===== config.mk =====
export PLATFORM = sky130hd
export DESIGN_NAME = dma_s2m
export DESIGN_NICKNAME = d
export VERILOG_FILES = /design/src/rtl/s2m_pkg.sv /design/src/rtl/s2m_ctrl.sv /design/src/rtl/s2m_dp.sv /design/src/rtl/dma_s2m.sv
export SDC_FILE = /design/constraint.sdc
export NUM_CORES = 1
export LEC_CHECK = 0
export BUFFER_PORTS_ARGS = -buffer_cell sky130_fd_sc_hd__buf_2
export CORE_MARGIN = 2
export CORE_UTILIZATION = 64
export CTS_CLUSTER_DIAMETER = 100
export DETAILED_ROUTE_END_ITERATION = 10
export GPL_TIMING_DRIVEN = 0
export PLACE_DENSITY = 0.87
export SETUP_SLACK_MARGIN = 0.4
export SYNTH_ARGS = -nofsm -noshare
export SYNTH_HDL_FRONTEND = slang
export SYNTH_SLANG_ARGS = --single-unit

===== constraint.sdc =====
create_clock -name clk -period 9.8 [get_ports clk]
set_input_delay 1.47 -clock clk [delete_from_list [all_inputs] [get_ports clk]]
set_output_delay 1.47 -clock clk [all_outputs]
set_load 0.005 [all_outputs]

===== src/rtl/s2m_pkg.sv =====
package s2m_pkg;
  localparam int WORD_W = 32;
  localparam int BYTES = WORD_W / 8;
  localparam int FLAG_EOL = 0;
  localparam int FLAG_INTR = 4;
  localparam int FLAG_INEOP = 11;
  localparam int CTX_DIS = 15;
  localparam int FETCH_WORDS = 4;

  typedef enum logic [2:0] {
    S_IDLE, S_FETCH, S_RECV, S_WBF, S_WBA, S_CTX, S_STOP
  } s2mState_t;

  typedef struct packed {
    logic       loadKick;
    logic       loadNext;
    logic       rdIssue;
    logic [1:0] rdIdx;
    logic       capEn;
    logic [1:0] capIdx;
    logic       accept;
    logic       flush;
    logic       wbFlags;
    logic       wbAfter;
    logic       wbCtx;
  } s2mStrobe_t;
endpackage


===== src/rtl/s2m_ctrl.sv =====
module s2m_ctrl
  import s2m_pkg::*;
(
  input  logic       clk,
  input  logic       rstN,
  input  logic       kick,
  input  logic       inValid,
  input  logic       inEop,
  input  logic       spaceZero,
  input  logic       lastByte,
  input  logic       laneLast,
  input  logic       descEol,
  output s2mStrobe_t str,
  output logic       inReady,
  output logic       eolOut
);
  localparam int CNT_W = $clog2(FETCH_WORDS + 1);

  s2mState_t st, nxt;
  logic [CNT_W-1:0] cnt;

  always_comb begin
    str = '0;
    nxt = st;
    inReady = 1'b0;
    case (st)
      S_IDLE, S_STOP: begin
        if (kick) begin
          str.loadKick = 1'b1;
          nxt = S_FETCH;
        end
      end
      S_FETCH: begin
        if (cnt < CNT_W'(FETCH_WORDS)) begin
          str.rdIssue = 1'b1;
          str.rdIdx = cnt[1:0];
        end
        if (cnt != '0) begin
          str.capEn = 1'b1;
          str.capIdx = 2'(cnt - CNT_W'(1));
        end
        if (cnt == CNT_W'(FETCH_WORDS)) nxt = S_RECV;
      end
      S_RECV: begin
        if (spaceZero) begin
          nxt = S_WBF;
        end else begin
          inReady = 1'b1;
          if (inValid) begin
            str.accept = 1'b1;
            str.flush = laneLast | lastByte | inEop;
            if (lastByte | inEop) nxt = S_WBF;
          end
        end
      end
      S_WBF: begin
        str.wbFlags = 1'b1;
        nxt = S_WBA;
      end
      S_WBA: begin
        str.wbAfter = 1'b1;
        if (descEol) begin
          nxt = S_CTX;
        end else begin
          str.loadNext = 1'b1;
          nxt = S_FETCH;
        end
      end
      S_CTX: begin
        str.wbCtx = 1'b1;
        nxt = S_STOP;
      end
      default: nxt = S_IDLE;
    endcase
  end

  assign eolOut = (st == S_STOP);

  always_ff @(posedge clk or negedge rstN) begin
    if (!rstN) begin
      st <= S_IDLE;
      cnt <= '0;
    end else begin
      st <= nxt;
      cnt <= (st == S_FETCH) ? cnt + CNT_W'(1) : '0;
    end
  end
endmodule


===== src/rtl/s2m_dp.sv =====
module s2m_dp
  import s2m_pkg::*;
#(
  parameter int ADDR_W = 32
) (
  input  logic              clk,
  input  logic              rstN,
  input  s2mStrobe_t        str,
  input  logic [ADDR_W-1:0] kickDesc,
  input  logic [ADDR_W-1:0] kickCtx,
  input  logic [7:0]        inData,
  input  logic              inEop,
  input  logic [WORD_W-1:0] memRdata,
  output logic              memReq,
  output logic              memWe,
  output logic [ADDR_W-1:0] memAddr,
  output logic [WORD_W-1:0] memWdata,
  output logic [BYTES-1:0]  memBe,
  output logic [3:0]        rawSet,
  output logic              spaceZero,
  output logic              lastByte,
  output logic              laneLast,
  output logic              descEol
);
  localparam int LANE_SEL = $clog2(BYTES);

  logic [ADDR_W-1:0] descAddr, ctxAddr, nextPtr, afterPtr, bufPtr;
  logic [WORD_W-1:0] flags, wordBuf, mergedWord;
  logic [BYTES-1:0]  wordBe, mergedBe;
  logic              eopHit;

  for (genvar l = 0; l < BYTES; l++) begin : gLane
    logic laneHit;
    assign laneHit = (bufPtr[LANE_SEL-1:0] == LANE_SEL'(l));
    assign mergedWord[8*l +: 8] = laneHit ? inData : wordBuf[8*l +: 8];
    assign mergedBe[l] = laneHit | wordBe[l];
  end

  assign spaceZero = (bufPtr == afterPtr);
  assign lastByte = ((bufPtr + ADDR_W'(1)) == afterPtr);
  assign laneLast = &bufPtr[LANE_SEL-1:0];
  assign descEol = flags[FLAG_EOL];

  always_comb begin
    memReq = 1'b0;
    memWe = 1'b0;
    memAddr = '0;
    memWdata = '0;
    memBe = '0;
    rawSet = '0;
    if (str.rdIssue) begin
      memReq = 1'b1;
      memAddr = descAddr + (ADDR_W'(str.rdIdx) << LANE_SEL);
    end else if (str.accept && str.flush) begin
      memReq = 1'b1;
      memWe = 1'b1;
      memAddr = {bufPtr[ADDR_W-1:LANE_SEL], LANE_SEL'(0)};
      memWdata = mergedWord;
      memBe = mergedBe;
    end else if (str.wbFlags) begin
      memReq = 1'b1;
      memWe = 1'b1;
      memAddr = descAddr + ADDR_W'(2 * BYTES);
      memWdata = flags;
      memWdata[FLAG_INEOP] = flags[FLAG_INEOP] | eopHit;
      memBe = '1;
      rawSet = {eopHit, 1'b0, flags[FLAG_INTR], flags[FLAG_INTR]};
    end else if (str.wbAfter) begin
      memReq = 1'b1;
      memWe = 1'b1;
      memAddr = descAddr + ADDR_W'(3 * BYTES);
      memWdata[ADDR_W-1:0] = bufPtr;
      memBe = '1;
    end else if (str.wbCtx) begin
      memReq = 1'b1;
      memWe = 1'b1;
      memAddr = ctxAddr + ADDR_W'(BYTES);
      memWdata[CTX_DIS] = 1'b1;
      memBe[CTX_DIS/8] = 1'b1;
    end
  end

  always_ff @(posedge clk or negedge rstN) begin
    if (!rstN) begin
      descAddr <= '0;
      ctxAddr <= '0;
      nextPtr <= '0;
      afterPtr <= '0;
      bufPtr <= '0;
      flags <= '0;
      wordBuf <= '0;
      wordBe <= '0;
      eopHit <= 1'b0;
    end else begin
      if (str.loadKick) begin
        descAddr <= kickDesc;
        ctxAddr <= kickCtx;
        eopHit <= 1'b0;
      end
      if (str.loadNext) begin
        descAddr <= nextPtr;
        eopHit <= 1'b0;
      end
      if (str.capEn) begin
        case (str.capIdx)
          2'd0: nextPtr <= memRdata[ADDR_W-1:0];
          2'd1: bufPtr <= memRdata[ADDR_W-1:0];
          2'd2: flags <= memRdata;
          default: afterPtr <= memRdata[ADDR_W-1:0];
        endcase
      end
      if (str.accept) begin
        bufPtr <= bufPtr + ADDR_W'(1);
        eopHit <= inEop;
        if (str.flush) begin
          wordBuf <= '0;
          wordBe <= '0;
        end else begin
          wordBuf <= mergedWord;
          wordBe <= mergedBe;
        end
      end
    end
  end
endmodule


===== src/rtl/dma_s2m.sv =====
module dma_s2m
  import s2m_pkg::*;
#(
  parameter int ADDR_W = 32
) (
  input  logic              clk,
  input  logic              rstN,
  input  logic              kick,
  input  logic [ADDR_W-1:0] kickDesc,
  input  logic [ADDR_W-1:0] kickCtx,
  input  logic              inValid,
  input  logic [7:0]        inData,
  input  logic              inEop,
  output logic              inReady,
  output logic              memReq,
  output logic              memWe,
  output logic [ADDR_W-1:0] memAddr,
  output logic [WORD_W-1:0] memWdata,
  output logic [BYTES-1:0]  memBe,
  input  logic [WORD_W-1:0] memRdata,
  output logic [3:0]        rawSet,
  output logic              eolOut
);
  s2mStrobe_t str;
  logic spaceZero, lastByte, laneLast, descEol;

  s2m_ctrl uCtrl (
    .clk(clk), .rstN(rstN), .kick(kick), .inValid(inValid), .inEop(inEop),
    .spaceZero(spaceZero), .lastByte(lastByte), .laneLast(laneLast),
    .descEol(descEol), .str(str), .inReady(inReady), .eolOut(eolOut)
  );

  s2m_dp #(.ADDR_W(ADDR_W)) uDp (
    .clk(clk), .rstN(rstN), .str(str), .kickDesc(kickDesc), .kickCtx(kickCtx),
    .inData(inData), .inEop(inEop), .memRdata(memRdata), .memReq(memReq),
    .memWe(memWe), .memAddr(memAddr), .memWdata(memWdata), .memBe(memBe),
    .rawSet(rawSet), .spaceZero(spaceZero), .lastByte(lastByte),
    .laneLast(laneLast), .descEol(descEol)
  );
endmodule


==> metrics.txt, run 1 <==
status finished clean; WL/cell 26.0 microns; #FFs+latches synth 235; global-route usage over all layers 43.5%; Hold WS 0.489 ns; largest net degree at the start of global routing 96; crit path max fanout 10; register area share after synthesis 39.9%; PortBufs 183; post-synth cell types 75; GR Util met1 61.0%; Final Critical Period 7.53 ns; die footprint 0.0242 sq mm; CP max stage delay 0.64 ns; CTS tree yes; global route total overflow 0; Slew Limit Headroom 6.85%; clock-pin slew on the worst setup and hold paths 0.06 ns; critical path class flip-flop to primary output; Synth-to-Final Area Change 14.4%; mapped cell area 0.0147 sq mm; Fin. Hold Viols 0; CTS max path bufs 3; max-cap violations 0; layer with the highest usage met2; crit end category primary output; vias in the first global route 13500; Die W 156 microns; core box area 0.0226 sq mm; Reg2Reg Setup Slack 5.30 ns; post-cts resize count 0; PwrDens 323 mW/mm^2; Post-CTS Hold Buffers 0; leakage 7.07 nW; CP cell instances nor2_1, nand2_1, nor2_1, clkbuf_1, clkbuf_1, nand2_1, fa_1, or3_1, nor2_1, a21oi_1, or4b_2, o21ai_0, o221ai_1, buf_2; worst slew pin tran 1.39 ns; Slew Viols, Final 0; vias per inst 6.91; Post-Syn Instances 1535; first-pass GRT wire length 79400 microns; gpl congestion 1.01; Ys Warns 0; initial antenna violation count 1; CP arrival 6.06 ns; Routed Antenna Nets 0; EDFF count, synth 0; number of clock buffers inserted by TritonCTS 26; nets 1871; HPWL Detailed 39900 microns; final setup violation count 0; Initial DRC Count 1981; top_reg_cell synth dfrtp_1; DIE HEIGHT 156 microns; Worst Setup Start Kind flip-flop; critical path buffer and inverter count 3; DRT Pass-1 Iters 7; CP most frequent cell nor2_1; Req. time, crit path 8.33 ns; Synth async-reset ratio 100%; drt drc 0; syn avg cell area 9.59 sq um; DR vias 14100; Cell Rows 55; fin crit share 76.8%; Critical-path top delay cell clkbuf_1; io pins 185; RSZ-0062 raised after global routing no; Worst IR Drop VDD 198 uV; H-tree depth 1; Antenna diodes 0; worst clock skew 0.00853 ns; Initial Util 65.0%; met2 usage 64.1%; Post-Syn Nets 1657; final wirelength 53300 microns; CP delay by family, top simple AND/OR/NAND/NOR gates; layout cell share with drive strength beyond 1 22.8%; Setup Total Neg Slack 0 ns; # Post-CTS Setup Buffers 0; met3 Resource Use GR 9.53%; Clock Sinks 235; Min-Delay Path Class flip-flop to flip-flop; clk_lat worst skew 0.55 ns; Filler cells 1687; Fmax 133 MHz; clock root buffer clkbuf_16
## cell usage after synthesis, drive strengths merged, types with 3 or more instances
cell    number  area share, %
mux2i      103            7.0
o21ai       97            3.4
o32ai        3           0.18
and3        22            1.0
a31oi       14           0.59
o211a        3           0.20
o311ai      10           0.59
o31a         3           0.18
o31ai        3           0.15
dfrtp      235             40
a221o       15            1.0
o211ai      21            1.1
ha          12            1.0
nand3       64            2.2
clkbuf      91            2.3
buf         28            1.4
o22ai       14           0.59
a211oi       4           0.24
o221a        6           0.46
a21oi       50            1.7
and4        10           0.59
a22oi       36            1.8
nor4        12           0.59
nor3        40            1.4
xnor2       63            3.7
nand2      157            4.1
o21a         3           0.20
mux2       128            9.8
a211o        5           0.30
or2          5           0.21
nor2        90            2.4
inv         21           0.54
or3          9           0.38
o221ai       8           0.48
a21o         5           0.25
and2        16           0.68
nand4       36            1.6
xor2        43            2.6
a22o        26            1.5
## layout make-up
type                            count  area (sq um)  area share (%)
Buffer                            119           549            3.26
Inverter                           22          82.6           0.490
Clock inverter                      5          55.1           0.327
Tap cell                          285           357            2.12
Clock buffer                       35           726            4.31
Timing Repair Buffer              186           986            5.85
Multi-Input combinational cell   1159          8210            48.7
Sequential cell                   235          5880            34.9
## layer usage
metal	vias to the layer above	share of wire [%]
li1	6054	-
met1	6848	39
met2	1020	43
met3	206	12
met4	0	5.6
met5	-	0
## kinds of logic after synthesis
logic type                 Yosys count  synth area share, %
and+or+nand+nor                    472                 15.8
AOI/OAI and AO/OA                  335                 15.5
DFF                                235                 39.9
muxes                              231                 16.8
buffers and inverters              141                 4.29
xor gates and xnor gates           107                 6.47
adders and majority gates           13                 1.16
other                                1               0.0255
## registers in the layout (all words and copies together), names as in the netlist
| signal | cells |
|---|---|
| uCtrl.cnt | 3 |
| uDp.ctxAddr | 32 |
| uDp.wordBe | 4 |
| uDp.descAddr | 32 |
| uDp.flags | 32 |
| uDp.eopHit | 1 |
| uDp.afterPtr | 32 |
| uDp.nextPtr | 32 |
| uDp.bufPtr | 32 |
| uDp.wordBuf | 32 |
| uCtrl.st | 3 |
## worst min-delay path, cell delays in order, from the launching register on
cell     delay [ns]
dfrtp_1        0.34
nand2_1        0.05
o21ai_0        0.06
## worst paths after layout
kind,from,end,cells past startpoint
setup reg to reg,uDp.bufPtr[1],uDp.wordBuf[29],12
setup / recovery,uCtrl.st[1],memAddr[20],14
hold reg to reg,uDp.nextPtr[13],uDp.descAddr[13],2
max in group asynchronous,rstN,uDp.wordBuf[0],3
hold / removal,uDp.nextPtr[13],uDp.descAddr[13],2
min in group asynchronous,rstN,uDp.ctxAddr[31],1
## cells in the final DEF (no fill, tap or decap), types with 7 or more instances in the layout
| cell | instances |
|---|---|
| a21oi_1 | 50 |
| a221o_1 | 15 |
| a22o_1 | 26 |
| a22oi_1 | 36 |
| a31oi_1 | 14 |
| and2_1 | 16 |
| and3_1 | 19 |
| and4_1 | 10 |
| buf_2 | 188 |
| buf_4 | 11 |
| buf_6 | 7 |
| clkbuf_1 | 96 |
| clkbuf_16 | 27 |
| dfrtp_1 | 235 |
| ha_1 | 12 |
| inv_1 | 21 |
| mux2_2 | 128 |
| mux2i_1 | 103 |
| nand2_1 | 156 |
| nand3_1 | 63 |
| nand4_1 | 34 |
| nor2_1 | 87 |
| nor3_1 | 39 |
| nor4_1 | 10 |
| o211ai_1 | 21 |
| o21ai_0 | 91 |
| o221ai_1 | 8 |
| o22ai_1 | 14 |
| o311ai_0 | 10 |
| or3_1 | 9 |
| xnor2_1 | 63 |
| xor2_1 | 43 |
## power by group
part / leakage [nW] / switching [mW] / total (mW) / internal (mW)
clock network: 0.376 / 0.408 / 0.946 / 0.537
registers: 2.94 / 0.370 / 1.77 / 1.40
logic: 3.75 / 1.61 / 2.72 / 1.11
total: 7.07 / 2.39 / 5.44 / 3.05
## stage by stage
step | instance area, sq um | instances | setup slack, ns | power (mW) | util (%)
6_report | 16800 | 2046 | 2.27 | 5.44 | 74.4
5_1_grt | 16800 | 2046 | 2.29 | 5.67 | 74.4
4_1_cts | 16800 | 2045 | 2.63 | 5.33 | 74.4
3_5_place_dp | 16100 | 2005 | 3.20 | 4.39 | 70.9
3_3_place_gp | 16000 | 2003 | 3.17 | 4.29 | 70.7
2_1_floorplan | 14700 | 1535 | 4.75 | 3.44 | -
(Power assumes the default switching activity.)
==> inputs of run 2 (changes only) <==
--- a/config.mk
+++ b/config.mk
@@ -7,11 +7,11 @@
 export LEC_CHECK = 0
 export BUFFER_PORTS_ARGS = -buffer_cell sky130_fd_sc_hd__buf_2
 export CORE_MARGIN = 2
-export CORE_UTILIZATION = 64
+export CORE_UTILIZATION = 54
 export CTS_CLUSTER_DIAMETER = 100
 export DETAILED_ROUTE_END_ITERATION = 10
 export GPL_TIMING_DRIVEN = 0
-export PLACE_DENSITY = 0.87
+export PLACE_DENSITY = 0.78
 export SETUP_SLACK_MARGIN = 0.4
 export SYNTH_ARGS = -nofsm -noshare
 export SYNTH_HDL_FRONTEND = slang
==> constraint.sdc (replaced) <==
create_clock -name clk -period 6.17 [get_ports clk]
set_input_delay 0.9255 -clock clk [delete_from_list [all_inputs] [get_ports clk]]
set_output_delay 0.9255 -clock clk [all_outputs]
set_load 0.005 [all_outputs]
==> run 2 against run 1 <==
Worst hold slack worse by 0.19 ns. Cell count increased by 3.2%. Register-to-register slack worse by 3.3 ns. Setup slack got worse by 1.9 ns. Highest routed layer unchanged. Core utilization is 11 points lower. Non-clock buffer count increased by 1. Largest power group unchanged. Clock-buffer cell count up 4. Global-route usage fell by 6.2 points. Critical path type unchanged. Clock skew grew 0.0027 ns.
==> metrics.txt, run 2 (synthesized netlist as in run 1, its figures left out) <==
DRT Pass-1 Iters 8 (+1); DIE HEIGHT 169 microns (+8.6%); leading cell types in the layout, fill and taps excluded dfrtp_1, buf_2, nand2_1, mux2_2, mux2i_1; H-tree depth 1 (unchanged); CP max stage delay 0.65 ns (about the same); crit path max fanout 10 (unchanged); drt drc 0 (unchanged); leakage 7.13 nW (+0.92%); Setup WS pre-CTS 0.192 ns (-3.01 ns); CTS max path bufs 3 (unchanged); worst clock skew 0.0112 ns (+0.00269 ns); CTS tree yes; initial antenna violation count 0 (-1); design area 0.0171 sq mm (+1.3%); clock-pin slew on the worst setup and hold paths 0.06 ns (about the same); Setup Total Neg Slack 0 ns (unchanged); HPWL Detailed 40700 microns (+1.9%); Worst Setup Start Kind flip-flop; Hold WS 0.304 ns (-0.185 ns); fin crit share 93.7%; gpl congestion 1.03 (+2.3%); Clock Sinks 235 (unchanged); critical path class flip-flop to primary output; PwrDens 512 mW/mm^2 (+59%); clk_lat worst skew 0.55 ns (about the same); worst slew pin tran 1.36 ns (-0.0291 ns); Critical-path top delay cell or4b_2; PortBufs 183 (unchanged); layout cell share with drive strength beyond 1 23.7% (+0.90 points); CP cell instances nor2_2, nand2_1, nor2_2, clkbuf_4, clkbuf_4, nand2_1, fa_1, or3_1, nor2_4, a21oi_1, or4b_2, o21ai_0, o221ai_1, buf_2; status finished clean; clock root buffer clkbuf_16; global route total overflow 0 (unchanged); Routed Antenna Nets 0 (unchanged); RSZ-0062 raised after global routing yes; core box area 0.0269 sq mm (+19%); Die W 169 microns (+8.6%); commonest non-fill, non-tap cell in the layout dfrtp_1; Synth-to-Final Area Change 15.9%; Slew Viols, Final 0 (unchanged); die footprint 0.0286 sq mm (+18%); io pins 185 (unchanged); number of clock buffers inserted by TritonCTS 27 (+3.8%); WL/cell 25.6 microns (-1.5%); CP arrival 4.86 ns (-1.20 ns); final wirelength 54200 microns (+1.7%); crit end category primary output; max-cap violations 0 (unchanged); nets 1873 (+0.11%); Min-Delay Path Class input pin to async pin; largest net degree at the start of global routing 96 (unchanged); Req. time, crit path 5.24 ns (-3.09 ns); Worst IR Drop VDD 294 uV (+48%); CP delay by family, top simple AND/OR/NAND/NOR gates; Initial DRC Count 1650 (-17%); critical path buffer and inverter count 3 (unchanged); global-route usage over all layers 37.3% (-6.2 points); Final Critical Period 5.78 ns; Slew Limit Headroom 8.23% (+1.4 points); first-pass GRT wire length 80700 microns (+1.6%); vias in the first global route 13200 (-2.2%); dpl cell area 0.0161 sq mm (+0.44%); final setup violation count 0 (unchanged); post-route setup slack 0.387 ns (-1.89 ns); Fmax 173 MHz; vias per inst 6.56 (-5.0%); Fin. Hold Viols 0 (unchanged); Initial Util 54.8% (-10 points); Cell Rows 60 (+9.1%); DR vias 13900 (-1.9%)
## run 2: worst reg2reg max path, delay by kind of cell (launching register included)
kind,cells,cell delay (ns)
AOI/OAI and AO/OA,3,1.47
xor gates and xnor gates,1,0.44
buffers and inverters,3,1.58
DFF,1,0.32
and+or+nand+nor,2,0.27
## run 2: final timing paths
path / start / end / slack (ns) / cells past startpoint
worst min register to register: uDp.nextPtr[18] / uDp.descAddr[18] / 0.48 / 2
worst max-delay path: uCtrl.st[1] / memAddr[20] / 0.39 / 14
max in group asynchronous: rstN / uDp.afterPtr[11] / 4.61 / 3
worst min-delay path: rstN / uDp.ctxAddr[31] / 0.30 / 1
min in group clk: uDp.nextPtr[18] / uDp.descAddr[18] / 0.48 / 2
worst max register to register: uDp.bufPtr[23] / uDp.wordBuf[21] / 1.97 / 9
## run 2: area by class of cell
| cell class | instances | area (sq um) |
|---|---|---|
| diodes | 1 | 2.50 |
| plain buffers | 119 | 557 |
| clock buffers | 39 | 781 |
| clock inverters | 9 | 103 |
| fillers | 2338 | 9800 |
| inverters | 22 | 82.6 |
| multi-input cells | 1159 | 8240 |
| flip-flops and latches | 235 | 5880 |
| well taps | 341 | 427 |
| repair buffers | 187 | 996 |
## run 2: layer usage
layer | track usage [%] | part of all wire, % | vias to the layer above
met1 | 53.1 | 43 | 6895
met3 | 6.62 | 8.9 | 150
met2 | 55.9 | 43 | 772
met5 | 0 | 0 | -
met4 | 16.3 | 5.0 | 0
li1 | - | - | 6043
## run 2: power breakdown
group	internal [mW]	switching, mW
Clock	0.956	0.667
Sequential	2.23	0.578
Combinational	1.78	2.54
## run 2: through the flow
stage          instances  total power, mW  util (%)
2_1_floorplan       1535             5.47         -
3_3_place_gp        2059             6.87      59.8
3_5_place_dp        2061             6.97      60.0
4_1_cts             2109             8.63      63.4
5_1_grt             2111             9.18      63.5
6_report            2112             8.74      63.5
## run 2: what timing repair did
item / CTS / global route
cloned: 0 / 0
hold buffers: 0 / 0
endpoints found under the setup margin: 20 / 16
setup buffers: 0 / 2
gates resized for setup: 7 / 4
pin swaps: 0 / 1
endpoints found under the hold margin: 0 / 0
==> inputs of run 3 (changes only) <==
--- a/config.mk
+++ b/config.mk
@@ -5,13 +5,13 @@
 export SDC_FILE = /design/constraint.sdc
 export NUM_CORES = 1
 export LEC_CHECK = 0
+export ABC_AREA = 1
 export BUFFER_PORTS_ARGS = -buffer_cell sky130_fd_sc_hd__buf_2
-export CORE_MARGIN = 2
 export CORE_UTILIZATION = 54
 export CTS_CLUSTER_DIAMETER = 100
 export DETAILED_ROUTE_END_ITERATION = 10
 export GPL_TIMING_DRIVEN = 0
-export PLACE_DENSITY = 0.78
+export PLACE_DENSITY = 0.77
 export SETUP_SLACK_MARGIN = 0.4
 export SYNTH_ARGS = -nofsm -noshare
 export SYNTH_HDL_FRONTEND = slang
==> run 3 against run 2 <==
Total power is 8.4% higher. Flip-flop and latch count unchanged. Via count is 32% higher. Maximum frequency rose by 2.2%. Core utilization decreased by 0.12 points. Critical endpoint is now memAddr[29]. Combinational power increased by 10%. Clock-buffer cell count fell by 3. Cell area rose by 10%. Sequential power hardly changed.
==> metrics.txt, run 3 <==
syn avg cell area 6.47 sq um (-33%); design area 0.0188 sq mm (+10%); crit path max fanout 10 (unchanged); Worst R2R End uDp.bufPtr[27]; gpl congestion 1.07 (+3.5%); global route total overflow 0 (unchanged); Worst R2R Path Depth 12 (+3); core box area 0.0297 sq mm (+11%); nets 2861 (+53%); vias per inst 5.79 (-12%); synth top area cells dfrtp_1, nand2_1, o21ai_0; Antenna diodes 0 (-1); CP arrival 4.73 ns (-0.13 ns); RSZ-0062 raised after global routing no; utilization after layout 63.4% (-0.12 points); most frequent cell after synthesis nand2_1; CTS tree yes; Worst Setup Start Kind flip-flop; clk_lat worst skew 0.61 ns (+0.06 ns); Fmax 177 MHz (+2.2%); final wirelength 66700 microns (+23%); Slew Viols, Final 0 (unchanged); Fin. Hold Viols 0 (unchanged); leakage 9.54 nW (+34%); io pins 185 (unchanged); DIE HEIGHT 176 microns (+4.0%); Die W 176 microns (+4.0%); Worst IR Drop VDD 310 uV (+5.4%); PwrDens 503 mW/mm^2 (-1.8%); Routed Antenna Nets 0 (unchanged); leading cell types in the layout, fill and taps excluded nand2_1, inv_1, o21ai_0, nand3_1, dfrtp_1; worst slew pin tran 1.37 ns (+0.0168 ns); Initial Util 54.9% (+0.11 points); Filler cells 2782 (+19%); mapped cell area 0.0163 sq mm (+11%); Slew Limit Headroom 7.54% (-0.69 points); HPWL Detailed 51700 microns (+27%); first-pass GRT wire length 99600 microns (+23%); vias in the first global route 17300 (+30%); Ys Warns 0 (unchanged); post-synth top area share 36.0% (-3.9 points); commonest non-fill, non-tap cell in the layout nand2_1; Synth async-reset ratio 100% (unchanged); initial antenna violation count 0 (unchanged); final setup violation count 0 (unchanged); register area share after synthesis 36.0% (-3.9 points); Synth top cells by count nand2_1, inv_1, o21ai_0; Clock Sinks 235 (unchanged); Reg2Reg Setup Slack 2.27 ns (+0.30 ns); Post-Syn Instances 2523 (+64%); post-synth top area cell dfrtp_1; status finished clean; critical path class flip-flop to primary output; EDFF count, synth 0 (unchanged); Setup Total Neg Slack 0 ns (unchanged); Min-Delay Path Class input pin to async pin; fin crit share 91.7% (-2.0 points); number of clock buffers inserted by TritonCTS 29 (+7.4%); Cell Rows 63 (+5.0%); clock-pin slew on the worst setup and hold paths 0.06 ns (about the same); reg2reg start uDp.bufPtr[26]; crit end category primary output; max-cap violations 0 (unchanged); WL/cell 21.2 microns (-17%); PortBufs 183 (unchanged); worst clock skew 0.0209 ns (+0.00964 ns); H-tree depth 1 (unchanged); post-synth cell types 46 (-39%); DRT Pass-1 Iters 6 (-2); global-route usage over all layers 43.1% (+5.8 points); Req. time, crit path 5.24 ns (about the same); Final Critical Period 5.66 ns (-0.125 ns); top_reg_cell synth dfrtp_1; DR vias 18300 (+32%); Post-Syn Nets 2645 (+60%); Initial DRC Count 2026 (+23%); CTS max path bufs 3 (unchanged); die footprint 0.0309 sq mm (+8.1%); Hold WS 0.372 ns (+0.0673 ns); clock root buffer clkbuf_16; largest net degree at the start of global routing 119 (+24%); layout cell share with drive strength beyond 1 11.1% (-13 points); dpl cell area 0.0178 sq mm (+10%); drt drc 0 (unchanged); Synth-to-Final Area Change 15.5%; #FFs+latches synth 235 (unchanged)
run 3: cell families (layout without fill, tap and decap cells):
logic type | Yosys count | after routing | synth area share [%]
simple gates | 1288 | 1288 | 33.3
buf+inv | 484 | 722 | 11.7
compound gates | 418 | 418 | 13.3
flops | 235 | 235 | 36.0
xor+xnor | 84 | 84 | 4.51
fa+ha+maj | 13 | 13 | 1.04
other cells | 1 | 1 | 0.0230
run 3: layer usage:
layer  vias to the layer above  share of wire [%]  global-route usage (%)
li1                       8439                  -                       -
met1                      8483                 38                    54.0
met2                      1081                 45                    69.7
met3                       247                9.7                    6.28
met4                         0                6.9                    27.3
met5                         -                  0                       0
run 3: worst max path at each step:
| stage | startpoint | end | slack (ns) | cells after the start |
|---|---|---|---|---|
| 2_1_floorplan | uCtrl.st[1] | memAddr[18] | 1.99 | 20 |
| 3_3_place_gp | uCtrl.st[0] | memAddr[18] | -0.16 | 22 |
| 3_5_place_dp | uCtrl.st[0] | memAddr[30] | -0.21 | 22 |
| 4_1_cts | uCtrl.st[0] | memAddr[16] | 0.41 | 22 |
| 5_1_grt | uCtrl.st[0] | memAddr[30] | 0.45 | 22 |
| 6_report | uDp.bufPtr[26] | memAddr[29] | 0.51 | 13 |
run 3: critical path, stage by stage, from the launching register on:
cell,delay (ns)
dfrtp_1,0.36
clkbuf_2,0.20
xor2_1,0.29
inv_1,0.10
nand4_1,0.09
nor2_1,0.08
nand4_1,0.30
nand2_1,0.12
nor2_1,0.81
buf_2,0.42
buf_1,0.72
nand3_1,0.31
nand3_1,0.19
buf_2,0.13
run 3: cell type report:
type	count	area (sq um)	share of cell area, %
clock buffers	36	782	4.15
multi-input cells	1804	8550	45.4
well taps	390	488	2.59
plain buffers	129	582	3.09
clock inverters	17	263	1.39
repair buffers	185	961	5.10
inverters	355	1330	7.08
flip-flops and latches	235	5880	31.2
run 3: power breakdown:
| part | internal [mW] | total (mW) | switching, mW | leakage, nW |
|---|---|---|---|---|
| Clock | 1.15 | 1.90 | 0.744 | 0.511 |
| Combinational | 1.55 | 4.76 | 3.21 | 6.28 |
| Sequential | 2.23 | 2.82 | 0.595 | 2.76 |
| Total | 4.93 | 9.48 | 4.54 | 9.54 |
run 3: what timing repair did:
item,CTS,global route
gates resized for setup,9,3
gates cloned,0,0
pin swaps,0,1
setup endpoints to repair,24,15
hold buffers,0,0
setup buffers,0,1
run 3: stage by stage:
step	power [mW]	setup WS, ns	std cells
global route	10.1	0.451	3151
CTS	9.31	0.410	3150
global placement	7.28	-0.156	3096
detailed placement	7.39	-0.212	3097
finish	9.48	0.512	3151
floorplan	5.67	1.99	2523
